[config.mk]
export PLATFORM = sky130hd
export DESIGN_NAME = mdio_master
export DESIGN_NICKNAME = d
export VERILOG_FILES = /design/src/rtl/mdio_pkg.sv /design/src/rtl/mdio_clk_div.sv /design/src/rtl/mdio_tx_shift.sv /design/src/rtl/mdio_rx_capture.sv /design/src/rtl/mdio_master.sv
export SDC_FILE = /design/constraint.sdc
export NUM_CORES = 1
export LEC_CHECK = 0
export ABC_AREA = 1
export CELL_PAD_IN_SITES_DETAIL_PLACEMENT = 0
export CELL_PAD_IN_SITES_GLOBAL_PLACEMENT = 1
export CORE_MARGIN = 2
export CORE_UTILIZATION = 42
export DETAILED_ROUTE_END_ITERATION = 8
export GPL_TIMING_DRIVEN = 0
export PLACE_DENSITY_LB_ADDON = 0.25
export SYNTH_ARGS = -nofsm -noshare
export SYNTH_HDL_FRONTEND = slang
export SYNTH_SLANG_ARGS = --single-unit
[constraint.sdc]
create_clock -name clk -period 2.3 [get_ports clk]
set_clock_uncertainty 0.05 [all_clocks]
set_input_delay 0.23 -clock clk [delete_from_list [all_inputs] [get_ports clk]]
set_output_delay 0.23 -clock clk [all_outputs]
set_load 0.01 [all_outputs]
[src/rtl/mdio_pkg.sv]
package mdio_pkg;

  typedef enum logic {
    ST_IDLE = 1'b0,
    ST_RUN  = 1'b1
  } mdio_state_e;

  localparam int ADDR_W     = 5;
  localparam int DATA_W     = 16;
  localparam int PRE_BITS   = 32;
  localparam int FRAME_BITS = 2 + 2 + 2 * ADDR_W + 2 + DATA_W;
  localparam int HDR_BITS   = 2 + 2 + 2 * ADDR_W;
  localparam int SHIFT_W    = PRE_BITS + FRAME_BITS;
  localparam int SLOT_TOTAL = PRE_BITS + FRAME_BITS + 1;

  localparam logic [1:0] CODE_START = 2'b01;
  localparam logic [1:0] CODE_RD    = 2'b10;
  localparam logic [1:0] CODE_WR    = 2'b01;
  localparam logic [1:0] CODE_TURN  = 2'b10;

  function automatic logic [SHIFT_W-1:0] build_stream(
    input logic              wr,
    input logic [ADDR_W-1:0] phy,
    input logic [ADDR_W-1:0] rg,
    input logic [DATA_W-1:0] wd
  );
    logic [FRAME_BITS-1:0] frm;
    if (wr) frm = {CODE_START, CODE_WR, phy, rg, CODE_TURN, wd};
    else    frm = {CODE_START, CODE_RD, phy, rg, {(FRAME_BITS-HDR_BITS){1'b0}}};
    return {{PRE_BITS{1'b1}}, frm};
  endfunction

endpackage

[src/rtl/mdio_clk_div.sv]
module mdio_clk_div #(
  parameter int DIV_W = 8
) (
  input  logic             clk,
  input  logic             rst_n,
  input  logic             load,
  input  logic [DIV_W-1:0] div_in,
  input  logic             run,
  output logic             mdc,
  output logic             slot_end
);

  logic [DIV_W-1:0] div_q;
  logic [DIV_W-1:0] cnt_q;
  logic             half_end;

  assign half_end = run && (cnt_q == div_q);
  assign slot_end = half_end && mdc;

  always_ff @(posedge clk or negedge rst_n) begin
    if (!rst_n) begin
      div_q <= '0;
      cnt_q <= '0;
      mdc   <= 1'b0;
    end else begin
      if (load) div_q <= div_in;
      if (!run) begin
        cnt_q <= '0;
        mdc   <= 1'b0;
      end else if (half_end) begin
        cnt_q <= '0;
        mdc   <= ~mdc;
      end else begin
        cnt_q <= cnt_q + 1'b1;
      end
    end
  end

  // the half-period counter never runs past the latched limit
  assert_half_len_R2: assert property (@(posedge clk) disable iff (!rst_n)
    run |-> (cnt_q <= div_q));

endmodule

[src/rtl/mdio_tx_shift.sv]
module mdio_tx_shift #(
  parameter int W = 64
) (
  input  logic         clk,
  input  logic         rst_n,
  input  logic         load,
  input  logic [W-1:0] load_val,
  input  logic         shift,
  output logic         msb
);

  logic [W-1:0] sr_q;

  assign msb = sr_q[W-1];

  always_ff @(posedge clk or negedge rst_n) begin
    if (!rst_n)     sr_q <= '0;
    else if (load)  sr_q <= load_val;
    else if (shift) sr_q <= {sr_q[W-2:0], 1'b0};
  end

endmodule

[src/rtl/mdio_rx_capture.sv]
module mdio_rx_capture #(
  parameter int DW = 16
) (
  input  logic          clk,
  input  logic          rst_n,
  input  logic          clear,
  input  logic          ack_en,
  input  logic          data_en,
  input  logic          din,
  output logic          ack_ok,
  output logic [DW-1:0] data
);

  always_ff @(posedge clk or negedge rst_n) begin
    if (!rst_n) begin
      ack_ok <= 1'b0;
      data   <= '0;
    end else if (clear) begin
      ack_ok <= 1'b0;
      data   <= '0;
    end else begin
      if (ack_en)  ack_ok <= ~din;
      if (data_en) data   <= {data[DW-2:0], din};
    end
  end

endmodule

[src/rtl/mdio_master.sv]
module mdio_master
  import mdio_pkg::*;
#(
  parameter int DIV_W = 8
) (
  input  logic              clk,
  input  logic              rst_n,
  input  logic [DIV_W-1:0]  div_half,
  input  logic              req_valid,
  output logic              req_ready,
  input  logic              req_write,
  input  logic [ADDR_W-1:0] req_phy,
  input  logic [ADDR_W-1:0] req_reg,
  input  logic [DATA_W-1:0] req_wdata,
  output logic              busy,
  output logic              rsp_valid,
  output logic [DATA_W-1:0] rsp_rdata,
  output logic              rsp_nack,
  output logic              mdc,
  output logic              mdio_o,
  output logic              mdio_oe,
  input  logic              mdio_i
);

  localparam int SLOT_W = $clog2(SLOT_TOTAL + 1);
  localparam logic [SLOT_W-1:0] WR_DRIVE_END = SLOT_W'(PRE_BITS + FRAME_BITS);
  localparam logic [SLOT_W-1:0] RD_DRIVE_END = SLOT_W'(PRE_BITS + HDR_BITS);
  localparam logic [SLOT_W-1:0] ACK_SLOT     = SLOT_W'(PRE_BITS + HDR_BITS + 1);
  localparam logic [SLOT_W-1:0] DATA_FIRST   = SLOT_W'(PRE_BITS + HDR_BITS + 2);
  localparam logic [SLOT_W-1:0] DATA_LAST    = SLOT_W'(PRE_BITS + HDR_BITS + 1 + DATA_W);
  localparam logic [SLOT_W-1:0] LAST_SLOT    = SLOT_W'(SLOT_TOTAL - 1);

  mdio_state_e       state_q;
  logic [SLOT_W-1:0] slot_q;
  logic              is_rd_q;
  logic              accept;
  logic              slot_end;
  logic              finish;
  logic              tx_msb;
  logic              ack_en;
  logic              data_en;
  logic              ack_ok;
  logic [DATA_W-1:0] rx_data;
  logic              drive;

  assign req_ready = (state_q == ST_IDLE);
  assign busy      = (state_q == ST_RUN);
  assign accept    = req_valid && req_ready;
  assign finish    = slot_end && (slot_q == LAST_SLOT);

  mdio_clk_div #(.DIV_W(DIV_W)) clk_div_i (
    .clk      (clk),
    .rst_n    (rst_n),
    .load     (accept),
    .div_in   (div_half),
    .run      (busy),
    .mdc      (mdc),
    .slot_end (slot_end)
  );

  mdio_tx_shift #(.W(SHIFT_W)) tx_i (
    .clk      (clk),
    .rst_n    (rst_n),
    .load     (accept),
    .load_val (build_stream(req_write, req_phy, req_reg, req_wdata)),
    .shift    (slot_end),
    .msb      (tx_msb)
  );

  assign ack_en  = slot_end && is_rd_q && (slot_q == ACK_SLOT);
  assign data_en = slot_end && is_rd_q && (slot_q >= DATA_FIRST) && (slot_q <= DATA_LAST);

  mdio_rx_capture #(.DW(DATA_W)) rx_i (
    .clk     (clk),
    .rst_n   (rst_n),
    .clear   (accept),
    .ack_en  (ack_en),
    .data_en (data_en),
    .din     (mdio_i),
    .ack_ok  (ack_ok),
    .data    (rx_data)
  );

  always_comb begin
    drive = 1'b0;
    if (busy) drive = is_rd_q ? (slot_q < RD_DRIVE_END) : (slot_q < WR_DRIVE_END);
  end

  assign mdio_oe = drive;
  assign mdio_o  = drive & tx_msb;

  always_ff @(posedge clk or negedge rst_n) begin
    if (!rst_n) begin
      state_q <= ST_IDLE;
      slot_q  <= '0;
      is_rd_q <= 1'b0;
    end else begin
      case (state_q)
        ST_IDLE: if (accept) begin
          state_q <= ST_RUN;
          slot_q  <= '0;
          is_rd_q <= ~req_write;
        end
        ST_RUN: if (finish) begin
          state_q <= ST_IDLE;
          slot_q  <= '0;
        end else if (slot_end) begin
          slot_q <= slot_q + 1'b1;
        end
        default: state_q <= ST_IDLE;
      endcase
    end
  end

  always_ff @(posedge clk or negedge rst_n) begin
    if (!rst_n) begin
      rsp_valid <= 1'b0;
      rsp_rdata <= '0;
      rsp_nack  <= 1'b0;
    end else begin
      rsp_valid <= finish;
      if (finish) begin
        rsp_nack  <= is_rd_q && !ack_ok;
        rsp_rdata <= !is_rd_q ? '0 : (ack_ok ? rx_data : '1);
      end
    end
  end

  // quiet bus while idle
  assert_idle_quiet_R11: assert property (@(posedge clk) disable iff (!rst_n)
    !busy |-> (!mdc && !mdio_oe));

  // line value and enable held through each MDC high phase
  assert_hold_high_R2: assert property (@(posedge clk) disable iff (!rst_n)
    mdc |=> (!mdc || ($stable(mdio_o) && $stable(mdio_oe))));

  // single-cycle completion pulse
  assert_single_pulse_R8: assert property (@(posedge clk) disable iff (!rst_n)
    rsp_valid |=> !rsp_valid);

  // completion reported only after busy has dropped
  assert_done_idle_R8: assert property (@(posedge clk) disable iff (!rst_n)
    rsp_valid |-> !busy);

  // a missing acknowledge yields all ones
  assert_nack_ones_R7: assert property (@(posedge clk) disable iff (!rst_n)
    (rsp_valid && rsp_nack) |-> (rsp_rdata == '1));

endmodule

==> flow_summary.ini, run 1 <==
[outcome]
run_status = complete, no violations

[synthesis]
synthDominantAreaCellType = dfrtp_1
synth_enable_flop_cells = 0
synthArstFlopShare = 1.00
yosys.cell_types.count = 29
synth_area_leaders = dfrtp_1 (56%), nand2_1 (13%), o21ai_0 (7.7%), nand3_1 (5.5%), inv_1 (3.0%)
postSynth.topFlopCell = dfrtp_1
post_synth_inst_count = 653
syn-num-nets = 695
post-synth-top-area-fraction = 0.559
synth.cell_area_mm2 = 0.00560
synth-seq-cells = 125
synth_seq_area_share = 0.559
synth_common_cells = nand2_1 (194), dfrtp_1 (125), o21ai_0 (86)
yosys.cell_count.top_type = nand2_1
yosys_warnings = 0
post_synth.cell_area_avg_um2 = 8.57

[global_routing]
global_route_wire_length_before_repair_mm = 22.1
largest_net_degree_at_the_start_of_global_routing = 100
vias_in_the_first_global_route = 4608
groute.usage.overall = 0.197
global_route.overflow_total = 0
antenna_found_initial = 0

[floorplan]
rows = 42
dieWidth_um = 119
fp.dieArea_mm2 = 0.0143
chipHeight_um = 119
boundaryPins = 62
core_mm2 = 0.0131
floorplan.initialDensity = 0.426

[routing]
wire_per_inst_um = 13.9
drc = 0
wirelength_mm = 12.9
dr.pass1.iters = 5
drt.antenna.violating_nets = 0
post_drt_via_cell_ratio = 5.05
vias = 4683
drt-initial-drc-count = 323

[sta]
hold_slack_ns = 0.192
layout_worst_path_cycle_share = 0.957
slew_violations = 0
grt_setup_unrepaired = false
max_clock_freq_mhz = 454
finalHoldViolations = 0
worst_slew_margin_rel = 0.611
tns_ns = 0
worst_slew_pin_slew_ns = 0.583
final_setup_vio_count = 0
finalCriticalPeriod_ns = 2.20

[layout]
layout.nets = 780
fillCellCount = 1198
post_route_cells_drive_above_1_share = 0.0959
stdcell_count = 927
antenna_diodes = 0
area.growth.synth_to_final_pct = 27.7

[run]
max_cap_violations = 0

[critical_path]
arrival_worst_endpoint_ns = 1.92
cp_data_required_time_ns = 2.02
cp_slowest_cell = dfrtp_2
timing.critical_path.from_type = flip-flop
worstSetupEndpointType = primary output
crit_chain = nor2_4, inv_1, nor2_1, nand3_1, a21oi_2, buf_4, nor4_2, dlygate4sd2_1
cp_max_fo = 5
kind_of_critical_path = flip-flop to primary output
timing.critical_path.slowest_cell_delay_ns = 0.44

[placement]
port_buffers = 61
globalplace.congestion = 0.814
hpwl_mm = 8.73
placedCellCount = 891

[clock_network]
cts_made_buffers = 17
cts_max_level = 4
worst_skew_pair.late_latency_ns = 0.42
clkSinkCount = 125
cts_tree = built
clock-root-buffer = clkbuf_16
cts_buffer_depth = 2
clkTransAtPathRegs_ns = 0.06

[power]
power_density_mw_per_mm2 = 723
peakVddDrop_uv = 477
power.static_leakage_nw = 3.41
total_power_w = 0.00516

[min_path]
hp-class = primary input to async pin
[metal layers]
metal | vias up | global-route usage | share of wire
li1 | 2340 | - | -
met1 | 2227 | 0.263 | 0.46
met2 | 98 | 0.311 | 0.48
met3 | 18 | 0.0460 | 0.042
met4 | 0 | 0.0801 | 0.017
met5 | - | 0 | 0
[power by group]
| group | internal [W] | switching [W] |
|---|---|---|
| clock | 0.00192 | 0.000921 |
| combinational | 0.0000623 | 0.0000542 |
| sequential | 0.00220 | 0 |
| total | 0.00419 | 0.000975 |
[kinds of logic (layout without fill, tap and decap cells)]
| group | count (synthesis) | count (layout) | share of synthesized area |
|---|---|---|---|
| buffers and inverters | 85 | 183 | 0.0646 |
| adder cells (fa/ha/maj) | 3 | 3 | 0.00671 |
| XOR/XNOR | 6 | 6 | 0.00939 |
| AO/OA/AOI/OAI | 129 | 129 | 0.126 |
| AND/OR/NAND/NOR | 305 | 305 | 0.234 |
| flip-flops | 125 | 125 | 0.559 |
[cell type report]
type                       instances  area, um^2  area share
tap                              176         220      0.0308
multi-input combinational        443        2130       0.299
clock buffer                      26         499      0.0699
inverter                          50         188      0.0263
buffer                            35         176      0.0247
sequential                       125        3130       0.438
timing repair buffer              66         669      0.0937
clock inverter                     6         130      0.0182
[stage by stage]
step	instance area, um^2	utilization	setup WS [ns]
finish	7150	0.544	0.0992
global route	7150	0.544	0.00524
global placement	6430	0.489	-3.98
detailed placement	6450	0.491	0.224
CTS	7120	0.542	0.0254
floorplan	5600	-	0.583
[critical path: cells and delay by family, from the launching register on]
kind                   cells  cell delay, ns
AO/OA/AOI/OAI              1            0.20
buffers and inverters      3            0.49
flip-flops                 1            0.44
AND/OR/NAND/NOR            4            0.36
[sequential cells by signal (all words and copies together) (netlist names), 7 cells and up]
register,count
rsp_rdata,16
rx_i.data,16
clk_div_i.cnt_q,8
slot_q,7
clk_div_i.div_q,8
tx_i.sr_q,64
[final timing paths]
check | startpoint | to | slack, ns | cells past startpoint
worst max-delay path | slot_q[6] | mdio_o | 0.1 | 8
worst min-delay path | rst_n | clk_div_i.div_q[3] | 0.19 | 2
worst max register to register | slot_q[0] | rx_i.data[11] | 0.31 | 9
worst min register to register | tx_i.sr_q[47] | tx_i.sr_q[47] | 0.41 | 2
max in group asynchronous | rst_n | slot_q[6] | 1.24 | 3
min in group clk | req_wdata[0] | tx_i.sr_q[0] | 0.30 | 3
[cells in the final DEF, fill, tap and decap left out, types with 2 or more instances in the layout]
| master | n |
|---|---|
| o211ai_1 | 7 |
| clkbuf_8 | 4 |
| dlygate4sd2_1 | 2 |
| bufinv_16 | 4 |
| xnor2_1 | 2 |
| a22oi_1 | 15 |
| inv_2 | 7 |
| buf_2 | 14 |
| nand2_1 | 194 |
| inv_1 | 43 |
| nand3_1 | 62 |
| clkbuf_16 | 17 |
| clkdlybuf4s50_1 | 58 |
| nor2_1 | 22 |
| clkbuf_1 | 16 |
| nor2_2 | 3 |
| xor2_1 | 4 |
| a21oi_1 | 3 |
| ha_1 | 3 |
| nand4_1 | 14 |
| buf_6 | 4 |
| dfrtp_1 | 124 |
| buf_4 | 4 |
| o21ai_1 | 15 |
| nor2_4 | 3 |
| buf_1 | 5 |
| o31ai_1 | 2 |
| o21ai_0 | 86 |
| clkinv_2 | 2 |
[timing repair]
action,CTS,global route
setup endpoints to repair,2,3
gates resized for setup,8,3
hold buffers,1,0
buffers inserted,1,2
hold endpoints to repair,26,0
pin swaps,1,1
No activity file was read; power rests on OpenSTA's default activity.
==> run 2, diff against run 1 <==
--- a/config.mk
+++ b/config.mk
@@ -13,6 +13,7 @@
 export DETAILED_ROUTE_END_ITERATION = 8
 export GPL_TIMING_DRIVEN = 0
 export PLACE_DENSITY_LB_ADDON = 0.25
+export SETUP_SLACK_MARGIN = 0.2
 export SYNTH_ARGS = -nofsm -noshare
 export SYNTH_HDL_FRONTEND = slang
 export SYNTH_SLANG_ARGS = --single-unit
==> run 2 against run 1 <==
Compared with the run above:
- global-route usage about the same
- die area unchanged
- routed wire length increased by 0.30%
- utilization increased by 0.32 points
- non-clock buffer count increased by 4
- register-to-register slack improved by 0.05 ns
- critical path type unchanged
==> flow_summary.ini, run 2 (synthesis gave the netlist of run 1 again) <==
[routing]
vias = 4732
post_drt_via_cell_ratio = 5.08
drc = 0
wire_per_inst_um = 13.8
drt.antenna.violating_nets = 0
dr.pass1.iters = 4
drt-initial-drc-count = 337
wirelength_mm = 12.9

[clock_network]
worst_skew_pair.late_latency_ns = 0.42
clkSinkCount = 125
cts_buffer_depth = 2
clkTransAtPathRegs_ns = 0.06
cts_made_buffers = 17
cts_max_level = 4
cts_tree = built
clock-root-buffer = clkbuf_16

[sta]
finalHoldViolations = 0
post-route-worst-setup-slack_ns = 0.270
layout_worst_path_cycle_share = 0.883
worst_slew_pin_slew_ns = 0.567
final_setup_vio_count = 0
finalCriticalPeriod_ns = 2.03
tns_ns = 0
worst_slew_margin_rel = 0.622
slew_violations = 0
grt_setup_unrepaired = true
max_clock_freq_mhz = 493

[placement]
preCtsSetupSlack_ns = 0.224
hpwl_mm = 8.73
globalplace.congestion = 0.814
port_buffers = 61
placedCellCount = 891

[power]
power.static_leakage_nw = 3.44
power_density_mw_per_mm2 = 718
net_load_switching_power_w = 0.000970
combinational_fraction_of_design_power = 0.023
total_power_w = 0.00516
peakVddDrop_uv = 473
share_clk_of_total_power = 0.551
cell_internal_pwr_w = 0.00419
sw_frac_of_total = 0.188
power.share.sequential = 0.427

[layout]
stdcell_count = 931
commonest_non_fill_non_tap_cells_in_the_layout = nand2_1 (194), dfrtp_1 (121), o21ai_0 (86), nand3_1 (62), clkdlybuf4s50_1 (58)
layout.cells.most_common = nand2_1
antenna_diodes = 0
reg_top3 = tx_i.sr_q: 64 flops, rsp_rdata: 16 flops, rx_i.data: 16 flops
layout.nets = 784
fillCellCount = 1201
max_flop_register = tx_i.sr_q
largest_reg_flops = 64
area.growth.synth_to_final_pct = 28.5
post_route_cells_drive_above_1_share = 0.111
fin_util = 0.547

[critical_path]
cp_data_required_time_ns = 2.02
arrival_worst_endpoint_ns = 1.75
cp_max_fo = 4
worstSetupEndpointType = primary output
timing.critical_path.from_type = flip-flop
cp_slowest_cell = dfrtp_1
crit_chain = inv_2, nor2_2, inv_1, nor2_2, nand3_1, a21oi_2, nor3_2, dlygate4sd2_1
kind_of_critical_path = flip-flop to primary output
timing.critical_path.slowest_cell_delay_ns = 0.37
crit_top_cell = nor2_2

[floorplan]
floorplan.initialDensity = 0.426
dieWidth_um = 119
rows = 42
boundaryPins = 62
fp.dieArea_mm2 = 0.0143
chipHeight_um = 119
core_mm2 = 0.0131

[global_routing]
largest_net_degree_at_the_start_of_global_routing = 100
antenna_found_initial = 0
vias_in_the_first_global_route = 4615
global_route.overflow_total = 0
global_route_wire_length_before_repair_mm = 22.2
groute.usage.overall = 0.197

[min_path]
hp-class = primary input to async pin

[run]
max_cap_violations = 0

[outcome]
run_status = complete, no violations
run 2: changes by cell type in the layout (fill, tap and decap cells not counted), sizes merged:
| cell | previous run | this run |
|---|---|---|
| buf | 28 | 32 |
| dlygate4sd2 | 2 | 1 |
| clkbuf | 38 | 39 |
run 2: timing repair:
item | CTS | global route
resized for setup | 13 | 11
buffers inserted | 3 | 4
hold endpoints to repair | 26 | 0
pin swaps | 1 | 2
hold buffers | 1 | 0
endpoints found under the setup margin | 6 | 39
cloned | 0 | 0
run 2: final timing paths:
check	from	endpoint	cells after the start	slack, ns
min	rst_n	clk_div_i.div_q[3]	2	0.19
max in group asynchronous	rst_n	slot_q[6]	3	1.20
min in group clk	req_wdata[0]	tx_i.sr_q[0]	3	0.30
max reg2reg	slot_q[0]	rx_i.data[11]	9	0.36
min reg2reg	tx_i.sr_q[47]	tx_i.sr_q[47]	2	0.41
max	slot_q[5]	mdio_oe	8	0.27
run 2: critical path, delay by kind of cell, from the launching register on:
kind                   cells  cell delay, ns
DFF                        1            0.37
and+or+nand+nor            4            0.35
AOI/OAI and AO/OA          1            0.19
buffers and inverters      3            0.42
run 2: cell type report:
| cell class | count | area (um^2) | area share |
|---|---|---|---|
| Buffer | 35 | 179 | 0.0249 |
| Clock buffer | 26 | 499 | 0.0695 |
| Clock inverter | 6 | 130 | 0.0181 |
| Inverter | 50 | 190 | 0.0265 |
| Multi-Input combinational cell | 443 | 2140 | 0.298 |
| Sequential cell | 125 | 3130 | 0.436 |
| Tap cell | 176 | 220 | 0.0306 |
| Timing Repair Buffer | 70 | 696 | 0.0968 |
run 2: stage by stage:
step | instance area [um^2] | hold slack, ns
3_3_place_gp | 6430 | 0.397
5_1_grt | 7190 | 0.222
3_5_place_dp | 6450 | 0.0678
4_1_cts | 7140 | 0.192
2_1_floorplan | 5600 | -0.116
6_report | 7190 | 0.192
run 2: power groups by stage:
stage,sequential (W),clock [W],combinational [W]
floorplan,0.00224,0,0.000000820
global placement,0.00224,0,0.000112
detailed placement,0.00224,0,0.000120
CTS,0.00220,0.00290,0.000121
global route,0.00220,0.00300,0.000131
finish,0.00220,0.00284,0.000117
run 2: routing by layer:
layer / up-vias / wire, um / global-route usage
li1: 2348 / - / -
met5: - / 0 / 0
met4: 0 / 208 / 0.0801
met1: 2256 / 6010 / 0.264
met3: 17 / 574 / 0.0460
met2: 111 / 6100 / 0.311
==> run 3, diff against run 2 <==
==> constraint.sdc (replaced) <==
create_clock -name clk -period 2.3 [get_ports clk]
set_clock_uncertainty 0.05 [all_clocks]
set_input_delay 0.575 -clock clk [delete_from_list [all_inputs] [get_ports clk]]
set_output_delay 0.575 -clock clk [all_outputs]
set_load 0.01 [all_outputs]
==> run 3 against run 2 <==
Compared with the run above:
- the flow now finishes with violations (setup timing)
- routed wire length up 1.7%
- cell area increased by 1.3%
- clock power is essentially flat
- critical path type unchanged
- critical endpoint is now mdio_o
- largest power group unchanged
==> flow_summary.ini, run 3 (synthesis gave the netlist of run 1 again) <==
[sta]
worst_slew_margin_rel = 0.618
max_clock_freq_mhz = 432
worst_slew_pin_slew_ns = 0.574
post-route-worst-setup-slack_ns = -0.0137
slew_violations = 0
finalHoldViolations = 0
layout_worst_path_cycle_share = 1.01
finalCriticalPeriod_ns = 2.31
final_setup_vio_count = 2
grt_setup_unrepaired = true

[critical_path]
cp_data_required_time_ns = 1.67
arrival_worst_endpoint_ns = 1.69
timing.critical_path.from_type = flip-flop
crit_path_start = slot_q[5]
reg2reg_setup_slack_ns = 0.37
kind_of_critical_path = flip-flop to primary output
rr_endpoint = rx_i.data[11]
rr_startpoint = slot_q[0]
cp_max_fo = 2
endpoint = mdio_o
worstSetupEndpointType = primary output
r2r_cells = 9

[layout]
max_flop_register = tx_i.sr_q
largest_reg_flops = 64
stdcell_count = 940
post_route_cells_drive_above_1_share = 0.127
finalInstanceArea_mm2 = 0.00728
reg_top3 = tx_i.sr_q: 64 flops, rsp_rdata: 16 flops, rx_i.data: 16 flops
commonest_non_fill_non_tap_cells_in_the_layout = nand2_1 (194), dfrtp_1 (120), o21ai_0 (86), nand3_1 (61), clkdlybuf4s50_1 (57)
layout.nets = 793
antenna_diodes = 0
layout.cells.most_common = nand2_1
area.growth.synth_to_final_pct = 30.2
fin_util = 0.554

[power]
power_density_mw_per_mm2 = 709
combinational_fraction_of_design_power = 0.023
share_clk_of_total_power = 0.551
power.share.sequential = 0.426
net_load_switching_power_w = 0.000978
cell_internal_pwr_w = 0.00419
peakVddDrop_uv = 470
power.static_leakage_nw = 3.49
total_power_w = 0.00517
sw_frac_of_total = 0.189

[placement]
placedCellCount = 891
hpwl_mm = 8.73
globalplace.congestion = 0.814
port_buffers = 61
placed_cell_area_mm2 = 0.00645

[routing]
dr.pass1.iters = 5
wire_per_inst_um = 14.0
wirelength_mm = 13.1
drt-initial-drc-count = 326
post_drt_via_cell_ratio = 5.07
vias = 4767
drc = 0
drt.antenna.violating_nets = 0

[floorplan]
chipHeight_um = 119
floorplan.initialDensity = 0.426
boundaryPins = 62
rows = 42
dieWidth_um = 119
core_mm2 = 0.0131
fp.dieArea_mm2 = 0.0143

[global_routing]
groute.usage.overall = 0.199
global_route.overflow_total = 0
antenna_found_initial = 0
vias_in_the_first_global_route = 4666
largest_net_degree_at_the_start_of_global_routing = 100
global_route_wire_length_before_repair_mm = 22.4

[min_path]
hp-class = flip-flop to flip-flop

[clock_network]
cts_max_level = 4
clkTransAtPathRegs_ns = 0.05
cts_tree = built
clock-root-buffer = clkbuf_16
clkSinkCount = 125
cts_made_buffers = 17
cts_buffer_depth = 2
worst_skew_pair.late_latency_ns = 0.42

[run]
max_cap_violations = 0

[outcome]
run_status = finished, violations left
violations_in_the_final_reports = setup timing
==> run 3: worst max-delay path, cell delays in order (launching register included) <==
cell and delay [ns]:
dfrtp_1 0.37, inv_2 0.07, nor2_4 0.11, inv_2 0.06, nor2_4 0.10, nand3_2 0.08, a21oi_2 0.17, buf_4 0.14
nor4_4 0.03, buf_2 0.14
==> run 3: routing by layer <==
metal / wire (um) / up-vias / global-route usage
li1: - / 2358 / -
met1: 6040 / 2287 / 0.265
met2: 6330 / 101 / 0.315
met3: 507 / 21 / 0.0460
met4: 233 / 0 / 0.0824
met5: 0 / - / 0
==> run 3: power groups by stage <==
| stage | sequential (W) | combinational, W | clock, W |
|---|---|---|---|
| 2_1_floorplan | 0.00224 | 0.000000820 | 0 |
| 3_3_place_gp | 0.00224 | 0.000112 | 0 |
| 3_5_place_dp | 0.00224 | 0.000120 | 0 |
| 4_1_cts | 0.00220 | 0.000121 | 0.00290 |
| 5_1_grt | 0.00220 | 0.000131 | 0.00300 |
| 6_report | 0.00220 | 0.000117 | 0.00285 |
==> run 3: stage by stage <==
stage	setup WS [ns]	TNS [ns]	hold WS, ns
2_1_floorplan	0.520	0	0.229
3_3_place_gp	-4.33	-539.48	0.397
3_5_place_dp	-0.101	-0.291	0.405
4_1_cts	-0.0354	-0.0618	0.418
5_1_grt	-0.0926	-0.167	0.447
6_report	-0.0137	-0.0144	0.414
==> run 3: worst min-delay path by stage <==
stage,startpoint,to,slack [ns],cells past startpoint
2_1_floorplan,rst_n,busy,0.23,0
3_3_place_gp,tx_i.sr_q[46],tx_i.sr_q[46],0.40,2
3_5_place_dp,tx_i.sr_q[47],tx_i.sr_q[47],0.40,2
4_1_cts,tx_i.sr_q[48],tx_i.sr_q[48],0.42,2
5_1_grt,tx_i.sr_q[38],tx_i.sr_q[38],0.45,2
6_report,tx_i.sr_q[47],tx_i.sr_q[47],0.41,2
==> run 3: final cells by class <==
cell class              instances  area [um^2]
fillers                      1187         5850
flip-flops and latches        125         3130
multi-input cells             443         2170
repair buffers                 79          758
clock buffers                  26          499
well taps                     176          220
inverters                      50          190
plain buffers                  35          179
clock inverters                 6          130
==> run 3: repair_timing <==
| action | 4_1_cts | 5_1_grt |
|---|---|---|
| gates cloned | 0 | 0 |
| setup endpoints to repair | 8 | 32 |
| hold endpoints to repair | 26 | 0 |
| buffers inserted | 11 | 5 |
| pin swaps | 3 | 2 |
| resized for setup | 25 | 10 |
| hold buffers | 1 | 0 |
